$ cat src/rtl/spi_par_pkg.sv
// Shared types for the SPI parity shift engine.
package spi_par_pkg;

    // Transfer sequencing states.
    typedef enum logic [1:0] {
        ST_IDLE = 2'd0,
        ST_RUN  = 2'd1,
        ST_FIN  = 2'd2
    } xfer_state_t;

    // Parity options frozen for the length of one frame.
    typedef struct packed {
        logic enable;
        logic odd;
    } par_cfg_t;

endpackage

$ cat src/rtl/spi_par_clkgen.sv
// Serial clock generator.
// Makes a mode-0 serial clock (idle low) by toggling every HALF_DIV system
// clocks while run is high. rise/fall mark the cycle whose closing edge makes
// sclk go high/low. Assumes run drops only at or after a falling tick.
module spi_par_clkgen #(
    parameter int HALF_DIV = 2
) (
    input  logic clk,
    input  logic rst_n,
    input  logic run,
    output logic sclk,
    output logic rise,
    output logic fall
);
    localparam int CW = (HALF_DIV > 1) ? $clog2(HALF_DIV) : 1;

    logic [CW-1:0] cnt;
    logic          tick;

    assign tick = run && (cnt == CW'(HALF_DIV - 1));
    assign rise = tick && !sclk;
    assign fall = tick && sclk;

    // Count half periods and toggle the serial clock at each boundary.
    always_ff @(posedge clk) begin
        if (!rst_n) begin
            cnt  <= '0;
            sclk <= 1'b0;
        end else if (!run) begin
            cnt  <= '0;
            sclk <= 1'b0;
        end else if (tick) begin
            cnt  <= '0;
            sclk <= ~sclk;
        end else begin
            cnt <= cnt + 1'b1;
        end
    end

    AST_SCLK_IDLE_LOW: assert property (@(posedge clk) disable iff (!rst_n)
        !run |=> !sclk);
    AST_EDGE_EXCLUSIVE: assert property (@(posedge clk) disable iff (!rst_n)
        !(rise && fall));

endmodule

$ cat src/rtl/spi_par_parity.sv
// Parity generator and checker.
// gen_bit completes the transmit frame so that its ones count matches the
// requested sense; rx_bad flags a received frame whose sense differs.
// Purely combinational; FRAME_LEN must be at least 2.
module spi_par_parity #(
    parameter int FRAME_LEN = 24
) (
    input  logic [FRAME_LEN-2:0] tx_data,
    input  logic                 tx_odd,
    input  logic [FRAME_LEN-1:0] rx_frame,
    input  logic                 rx_odd,
    output logic                 gen_bit,
    output logic                 rx_bad
);
    // Even sense: XOR of all ones is 0; odd sense: it is 1.
    always_comb begin
        gen_bit = (^tx_data) ^ tx_odd;
        rx_bad  = (^rx_frame) ^ rx_odd;
    end

endmodule

$ cat src/rtl/spi_par_shifter.sv
// Bidirectional LSB-first shift register.
// The low FRAME_LEN bits shift right one place per rise, taking miso in at the
// top of the frame; the bits above the frame are held. mosi is a separate
// register refreshed from bit 0 on load and on each requested falling edge.
module spi_par_shifter #(
    parameter int DATA_W    = 32,
    parameter int FRAME_LEN = 24
) (
    input  logic              clk,
    input  logic              rst_n,
    input  logic              load,
    input  logic [DATA_W-1:0] load_word,
    input  logic              shift,
    input  logic              miso,
    input  logic              upd_out,
    output logic              mosi,
    output logic [DATA_W-1:0] word
);
    logic [DATA_W-1:0] sreg;
    logic [DATA_W-1:0] shifted;

    // Build the next shift value; the pass-through field exists only for short frames.
    generate
        if (FRAME_LEN == DATA_W) begin : g_full
            assign shifted = {miso, sreg[DATA_W-1:1]};
        end else begin : g_short
            assign shifted = {sreg[DATA_W-1:FRAME_LEN], miso, sreg[FRAME_LEN-1:1]};

            AST_UPPER_HELD: assert property (@(posedge clk) disable iff (!rst_n)
                !load |=> $stable(sreg[DATA_W-1:FRAME_LEN]));
        end
    endgenerate

    // Load, shift and refresh the serial output bit.
    always_ff @(posedge clk) begin
        if (!rst_n) begin
            sreg <= '0;
            mosi <= 1'b0;
        end else if (load) begin
            sreg <= load_word;
            mosi <= load_word[0];
        end else begin
            if (shift) begin
                sreg <= shifted;
            end
            if (upd_out) begin
                mosi <= sreg[0];
            end
        end
    end

    assign word = sreg;

endmodule

$ cat src/rtl/spi_par_engine.sv
// SPI master shift engine with parity (top).
// Runs one LSB-first frame of FRAME_LEN bits per accepted start. It inserts
// the parity bit on the way out, checks parity on the way in, and passes the
// bits above the frame through. Assumes 8 <= FRAME_LEN <= DATA_W and HALF_DIV >= 1.
module spi_par_engine #(
    parameter int DATA_W    = 32,
    parameter int FRAME_LEN = 24,
    parameter int HALF_DIV  = 2
) (
    input  logic              clk,
    input  logic              rst_n,
    input  logic              start,
    input  logic [DATA_W-1:0] tx_word,
    input  logic              par_en,
    input  logic              par_odd,
    input  logic              miso,
    output logic              sclk,
    output logic              mosi,
    output logic [DATA_W-1:0] rx_word,
    output logic              busy,
    output logic              done,
    output logic              par_err
);
    import spi_par_pkg::*;

    localparam int BW = $clog2(FRAME_LEN + 1);

    xfer_state_t       state;
    par_cfg_t          cfg;
    logic [BW-1:0]     bit_cnt;
    logic [DATA_W-1:0] load_word;
    logic [DATA_W-1:0] sh_word;
    logic              accept;
    logic              rise;
    logic              fall;
    logic              last_fall;
    logic              gen_bit;
    logic              rx_bad;

    assign accept    = start && (state == ST_IDLE);
    assign last_fall = fall && (bit_cnt == BW'(FRAME_LEN));
    assign busy      = (state != ST_IDLE);

    // Put the parity bit in place of the top frame bit when enabled.
    always_comb begin
        load_word = tx_word;
        if (par_en) begin
            load_word[FRAME_LEN-1] = gen_bit;
        end
    end

    spi_par_clkgen #(.HALF_DIV(HALF_DIV)) u_clk (
        .clk  (clk),
        .rst_n(rst_n),
        .run  (state == ST_RUN),
        .sclk (sclk),
        .rise (rise),
        .fall (fall)
    );

    spi_par_parity #(.FRAME_LEN(FRAME_LEN)) u_par (
        .tx_data (tx_word[FRAME_LEN-2:0]),
        .tx_odd  (par_odd),
        .rx_frame(sh_word[FRAME_LEN-1:0]),
        .rx_odd  (cfg.odd),
        .gen_bit (gen_bit),
        .rx_bad  (rx_bad)
    );

    spi_par_shifter #(.DATA_W(DATA_W), .FRAME_LEN(FRAME_LEN)) u_shf (
        .clk      (clk),
        .rst_n    (rst_n),
        .load     (accept),
        .load_word(load_word),
        .shift    (rise),
        .miso     (miso),
        .upd_out  (fall && !last_fall),
        .mosi     (mosi),
        .word     (sh_word)
    );

    // Sequence a frame: accept, count bits, copy the result, pulse done.
    always_ff @(posedge clk) begin
        if (!rst_n) begin
            state   <= ST_IDLE;
            cfg     <= '0;
            bit_cnt <= '0;
            rx_word <= '0;
            par_err <= 1'b0;
            done    <= 1'b0;
        end else begin
            done <= 1'b0;
            unique case (state)
                ST_IDLE: begin
                    if (start) begin
                        state      <= ST_RUN;
                        cfg.enable <= par_en;
                        cfg.odd    <= par_odd;
                        bit_cnt    <= '0;
                        par_err    <= 1'b0;
                    end
                end
                ST_RUN: begin
                    if (rise) begin
                        bit_cnt <= bit_cnt + 1'b1;
                    end
                    if (last_fall) begin
                        rx_word <= sh_word;
                        par_err <= cfg.enable && rx_bad;
                        state   <= ST_FIN;
                    end
                end
                ST_FIN: begin
                    done  <= 1'b1;
                    state <= ST_IDLE;
                end
                default: state <= ST_IDLE;
            endcase
        end
    end

    AST_DONE_ONE_CYCLE: assert property (@(posedge clk) disable iff (!rst_n)
        done |=> !done);
    AST_DONE_IDLE: assert property (@(posedge clk) disable iff (!rst_n)
        done |-> !busy);
    AST_RX_ONLY_IN_FRAME: assert property (@(posedge clk) disable iff (!rst_n)
        (rx_word != $past(rx_word)) |-> busy);
    AST_MOSI_STILL_ON_RISE: assert property (@(posedge clk) disable iff (!rst_n)
        rise |=> $stable(mosi));
    AST_BITS_BOUNDED: assert property (@(posedge clk) disable iff (!rst_n)
        bit_cnt <= BW'(FRAME_LEN));
    AST_ERR_NEEDS_PARITY: assert property (@(posedge clk) disable iff (!rst_n)
        (par_err && busy) |-> cfg.enable);

endmodule

$ cat config.mk
export PLATFORM = sky130hd
export DESIGN_NAME = spi_par_engine
export DESIGN_NICKNAME = d
export VERILOG_FILES = /design/src/rtl/spi_par_pkg.sv /design/src/rtl/spi_par_clkgen.sv /design/src/rtl/spi_par_parity.sv /design/src/rtl/spi_par_shifter.sv /design/src/rtl/spi_par_engine.sv
export SDC_FILE = /design/constraint.sdc
export NUM_CORES = 1
export LEC_CHECK = 0
export ABC_AREA = 1
export BUFFER_PORTS_ARGS = -buffer_cell sky130_fd_sc_hd__buf_4
export CORE_MARGIN = 2
export CORE_UTILIZATION = 30
export DETAILED_ROUTE_END_ITERATION = 8
export PLACE_DENSITY = 0.5
export SETUP_SLACK_MARGIN = 0.02
export SYNTH_ARGS = -nofsm -noshare
export SYNTH_HDL_FRONTEND = slang
export SYNTH_HIERARCHICAL = 1
export SYNTH_SLANG_ARGS = --single-unit
$ cat constraint.sdc
create_clock -name clk -period 2.5 [get_ports clk]
set_input_delay 0.125 -clock clk [delete_from_list [all_inputs] [get_ports clk]]
set_output_delay 0.125 -clock clk [all_outputs]
set_load 0.01 [all_outputs]
---- Word level (Yosys, flattened, before mapping) ----
Cells that the tools add are included.
storage, ports and cells
  register bits ........................... 78
  output and inout bits ................... 37
  word-level logic and storage cells ...... 63
operators by class
  add/sub/neg operators ................... 2
  equal/unequal tests ..................... 6
  muxes and demuxes ....................... 15
  bitwise gates (word level) .............. 5
  reduce and logical (&&, ||, !) cells .... 23
operators by type and width
  cell                   count
  $mux W32               1
  $mux W24               1
  $reduce_xor A24 Y1     1
  $reduce_xor A23 Y1     1
  $mux W5                2
  $pmux W5 S2            1
  $reduce_and A2 Y1      4
  $reduce_bool A2 Y1     4
  $logic_and A1 B1 Y1    7
  $mux W1                6
  $ne A2 B2 Y1 const B   3
  $reduce_and A3 Y1      2
  $add A5 B1 Y5 const B  1
  $eq A5 B5 Y1 const B   1
  $mux W2                2
  $pmux W2 S2            1
  $not A1 Y1             3
  $reduce_or A3 Y1       1
  $eq A2 B1 Y1 const B   1
  $eq A2 B2 Y1 const B   1
  $logic_not A1 Y1       2
  $logic_not A2 Y1       1
  $pmux W1 S2            1
  $xor A1 B1 Y1          2
  $add A1 B1 Y1 const B  1

---- Depth between registers and ports, before layout ----
  depth after elaboration ................. 8
  depth in mapped cells ................... 17
  depth with buffers taken out ............ 17

---- By module ----
The synthesis kept the hierarchy.
by module, submodules not included
  module           times used  cells an instance  area each (sq um)  seq. area each (sq um)
  spi_par_engine   1           219                1779.2             860.8
  spi_par_shifter  1           247                1662.8             660.6
  spi_par_parity   1           265                1103.6             0.0
  spi_par_clkgen   1           13                 93.8               40.0

---- Least setup slack after synthesis ----
Ideal clock, no wire load.
  path kind ............................... reg2reg
  start ................................... register state[0]
  end ..................................... register u_shf.mosi
  arrival time ............................ 1816 ps
  required time ........................... 2390 ps
  slack ................................... 575 ps
  cell stages (with the launch flop) ...... 16
  clock period less this slack ............ 1925 ps
  path through ............................ dfxtp_1 inv_2 nor2_4 buf_6 buf_6 nand2_2 nor2_4 buf_2 buf_1 inv_1 nor2_1 nor2_1 nand2_1 nand3_1 nand2_1 inv_1
between the ends
  cells in the longest elaborated chain, start to end .. 7
RTL lines
  what                            line                   text
  start, declared                 spi_par_engine.sv:28   xfer_state_t state;
  start signal, assigned          spi_par_engine.sv:85   state <= ST_IDLE;
  start signal, assigned          spi_par_engine.sv:96   state <= ST_RUN;
  start signal, assigned          spi_par_engine.sv:110  state <= ST_FIN;
  $eq A2 B1 Y1 *                  spi_par_engine.sv:55   .run (state == ST_RUN),
  $logic_and A1 B1 Y1 *           spi_par_clkgen.sv:20   assign tick = run && (cnt == CW'(HALF_DIV - 1));
  $logic_and A1 B1 Y1 *           spi_par_clkgen.sv:22   assign fall = tick && sclk;
  via fall                        spi_par_engine.sv:35   logic fall;
  $logic_and A1 B1 Y1             spi_par_engine.sv:41   assign last_fall = fall && (bit_cnt == BW'(FRAME_LEN));
  $logic_not A1 Y1                spi_par_engine.sv:77   .upd_out (fall && !last_fall),
  $logic_and A1 B1 Y1 *           spi_par_engine.sv:77
  $reduce_bool A2 Y1 (no line) *  --
  end signal, assigned            spi_par_shifter.sv:41  mosi <= load_word[0];
  end signal, assigned            spi_par_shifter.sv:47  mosi <= sreg[0];
  end, declared                   spi_par_shifter.sv:16  output logic mosi,
Mark *: on every way through the listed nets, which the timed path passes. The rest lies on a longest branch.
A chain may end at the register's enable or synchronous reset.

---- Final worst setup path ----
  start ................................... register bit_cnt[0]
  end ..................................... register par_err
between the ends
  cells in the longest elaborated chain, start to end .. 4
RTL lines
  what                         line                   text
  start, declared              spi_par_engine.sv:30   logic [BW-1:0] bit_cnt;
  start signal, assigned       spi_par_engine.sv:105  bit_cnt <= bit_cnt + 1'b1;
  $eq A5 B5 Y1                 spi_par_engine.sv:41
  $logic_and A1 B1 Y1          spi_par_engine.sv:41
  $ne A2 B2 Y1 (no line)       --
  $reduce_and A3 Y1 (no line)  --
  end signal, assigned         spi_par_engine.sv:109  par_err <= cfg.enable && rx_bad;
  end, declared                spi_par_engine.sv:22   output logic par_err
Every way passes these cells.

==> results.toml <==
[placement]
placement.io_buffers = 74
place_area_um2 = 5270
hpwl_um = 8870
gp_congestion = 0.773

[global_route]
grt_max_degree = 39
grt_remaining_overflow = 0
grt_first_pass_wirelength_um = 20200
grt_pass1_vias = 4054
antenna_found_initial = 0
track_usage_pct = 15.4

[yosys]
synthCells = 744
synth_top_area_share_pct = 33.7
ys_types = 29
synth_nets = 784
synth_warnings = 6
synth.avg_cell_area_um2 = 6.24
yosys-top-cells-area = "dfxtp_1 (34%), nand2_1 (28%), inv_1 (6.2%)"
ys_seq_elements = 78
ys_seq_area_share_pct = 33.7
yosysTopAreaCell = "dfxtp_1"
synth_area_um2 = 4640

[sta]
worst_pin_slew_ns = 0.621
rsz0062_at_grt = "no"
fin_crit_sh_pct = 73.2
fmax_mhz = 547
setup_violations = 0
clock_skew_ns = 0.00664
post-route-min-period_ns = 1.83
final_max_slew_viol_count = 0
fin_tns_setup_ns = 0
slew_headroom_pct = 58.5
hold_viol_final = 0

[cts]
worstSkewPairLatency_ns = 0.34
cts_root_buffer = "clkbuf_16"
cts.sinks = 78
path_clk_slew_ns = 0.06
htree_levels = 3
numCtsBuffers = 9
cts_buffer_depth = 2
cts_tree = "built"
post_cts_buffers = 0

[critical_path]
crit_arrival_ns = 2.06
setup.worst_path.end = "par_err"
crit_start = "bit_cnt[0]"
cp_slowest_cell = "nand3_4"
worstSetupStartpointType = "flip-flop"
criticalPathCategory = "reg -> reg"
critical_path_required_ns = 2.73
crit_chain = "inv_1, ha_1, nand2_1, nor2_4, nand3_4, a21oi_1, nor2_1"
r2r_cells = 7
endpoint_kind = "flip-flop"
cp_slowest_stage_delay_ns = 0.44
crit_fanout = 35
r2r-start = "bit_cnt[0]"
r2r_slack_ns = 0.67
r2r_end = "par_err"

[routing]
drt_first_iter_violations = 301
ant_nets = 0
wl_per_cell_um = 12.4
first_pass_iters = 4
drc = 0
dr_total_vias = 4483
post_drt_via_cell_ratio = 4.48
drt-total-wl_um = 12400

[floorplanning]
dieArea_um2 = 16500
rows = 45
io_pins = 75
core_um2 = 15100
die_x_um = 128
die_y_um = 128
initial_core_util_pct = 30.6

[cells_and_area]
antennaDiodeCount = 0
final_layout_size_suffix_gt1_share_pct = 16.6
area_delta_synth_final_pct = 20.8
final_nets = 847
fin_area_um2 = 5610

[power_and_ir_drop]
p_switching_uw = 989
power-per-cell-area_nw_per_um2 = 612
ir_drop_mv = 0.325
swShare_pct = 28.8
combPwrFrac_pct = 18.5
clock_power_share_pct = 41.6
pwr-share-seq_pct = 40.0
internal_power_uw = 2440
p_leak_uw = 0.00276

[job]
maxCapViolations = 0

[run_status]
outcome = "finished, final reports clean"

[hold_path]
hold_class = "in -> reg"
hold_start = "tx_word[26]"
[per-stage QoR]
step                      hold WS, ns  worst slack (ns)  instances  total power, uW  utilization [%]
after CTS                     0.00218             0.665       1000             3480             37.0
after detailed placement        0.357             0.677        983             2040             34.8
final                          0.0125             0.671       1000             3430             37.0
after floorplan                 0.246             0.575        744             1860                -
after global routing           0.0158             0.483       1000             3630             37.0
after global placement          0.362             0.678        983             2040             34.8
[synthesized netlist by cell type]
| cell type | instances |
|---|---|
| buf_2 | 9 |
| xor2_1 | 8 |
| nand3_2 | 1 |
| inv_1 | 77 |
| nand4_1 | 33 |
| mux2_2 | 1 |
| dfxtp_1 | 78 |
| o21ai_0 | 12 |
| nand2_2 | 3 |
| nor2_2 | 1 |
| nand3_4 | 1 |
| buf_1 | 1 |
| nor2_1 | 33 |
| clkinv_1 | 2 |
| nor2_8 | 1 |
| buf_6 | 10 |
| inv_2 | 5 |
| nor2_4 | 3 |
| nand3_1 | 28 |
| a21oi_1 | 39 |
| ha_1 | 2 |
| clkbuf_1 | 6 |
| buf_4 | 6 |
| a21boi_1 | 1 |
| xnor2_1 | 9 |
| a21oi_2 | 20 |
| nand2_1 | 351 |
| nor3_1 | 2 |
| and3_1 | 1 |
[per-layer routing]
metal	wire length, um	vias to the layer above	global-route usage (%)
met3	539	4	3.41
met1	6340	1969	20.7
met4	86	0	4.59
met2	5410	75	24.8
met5	0	-	0
li1	-	2435	-
[placed cells by master (no fill, tap or decap), types with 2 or more instances in the layout]
master     netlist  final
buf_4            6     83
xor2_1           8      8
a21oi_2         20     20
xnor2_1          9      9
clkinv_1         2      2
nand2_1        351    351
nand2_2          3      3
nor3_1           2      2
o21ai_0         12     12
bufinv_16        0      2
clkinv_4         0      2
a21oi_1         39     39
inv_2            5      5
nand3_1         28     28
nor2_2           1      2
nor2_1          33     32
dfxtp_1         78     78
ha_1             2      2
nand4_1         33     33
clkbuf_16        0      9
nor2_4           3      3
inv_1           77     77
[worst max-delay path, delay by kind of cell, from the launching register on]
kind	cells	cell delay [ns]
buffers and inverters	1	0.09
and+or+nand+nor	4	0.91
AOI/OAI and AO/OA	1	0.25
adders and majority gates	1	0.15
DFF	1	0.32
[timing repair]
item,CTS,global route
gates resized for setup,0,0
endpoints found under the hold margin,1,0
hold buffers,1,0
[state kept, by name (all words and copies together) (netlist names), 2 cells and up]
name and cells:
rx_word 32, u_shf/word 32, bit_cnt 5, cfg 2, state 2
[cell families (layout without fill, tap and decap cells)]
logic type,after synthesis,count (layout),share of synthesized area [%]
buffers and inverters,116,184,11.7
adders and majority gates,2,2,0.539
xor gates and xnor gates,17,17,3.21
DFF,78,78,33.7
AOI/OAI and AO/OA,72,72,9.44
and+or+nand+nor,458,458,41.2
muxes,1,1,0.243
[worst min-delay path by stage]
stage / slack [ns] / depth (start not counted) / to
after floorplan: 0.25 / 2 / par_err
after global placement: 0.36 / 3 / u_shf/word[27]
after detailed placement: 0.36 / 3 / u_shf/word[26]
after CTS: 0.002 / 3 / u_shf/word[26]
after global routing: 0.02 / 3 / u_shf/word[25]
final: 0.01 / 3 / u_shf/word[26]
[area by class of cell]
| class | instances | area, um2 |
|---|---|---|
| Tap cell | 188 | 235 |
| Multi-Input combinational cell | 550 | 2540 |
| Fill cell | 1652 | 9540 |
| Inverter | 84 | 315 |
| Timing Repair Buffer | 84 | 633 |
| Clock inverter | 5 | 82.6 |
| Clock buffer | 11 | 243 |
| Sequential cell | 78 | 1560 |
[power groups by stage]
stage	clock network (uW)	logic, uW	registers (uW)
floorplan	0	488	1370
global placement	0	635	1400
detailed placement	0	636	1400
CTS	1470	639	1370
global route	1520	729	1380
finish	1430	634	1370
No activity file was read; power rests on OpenSTA's default activity.
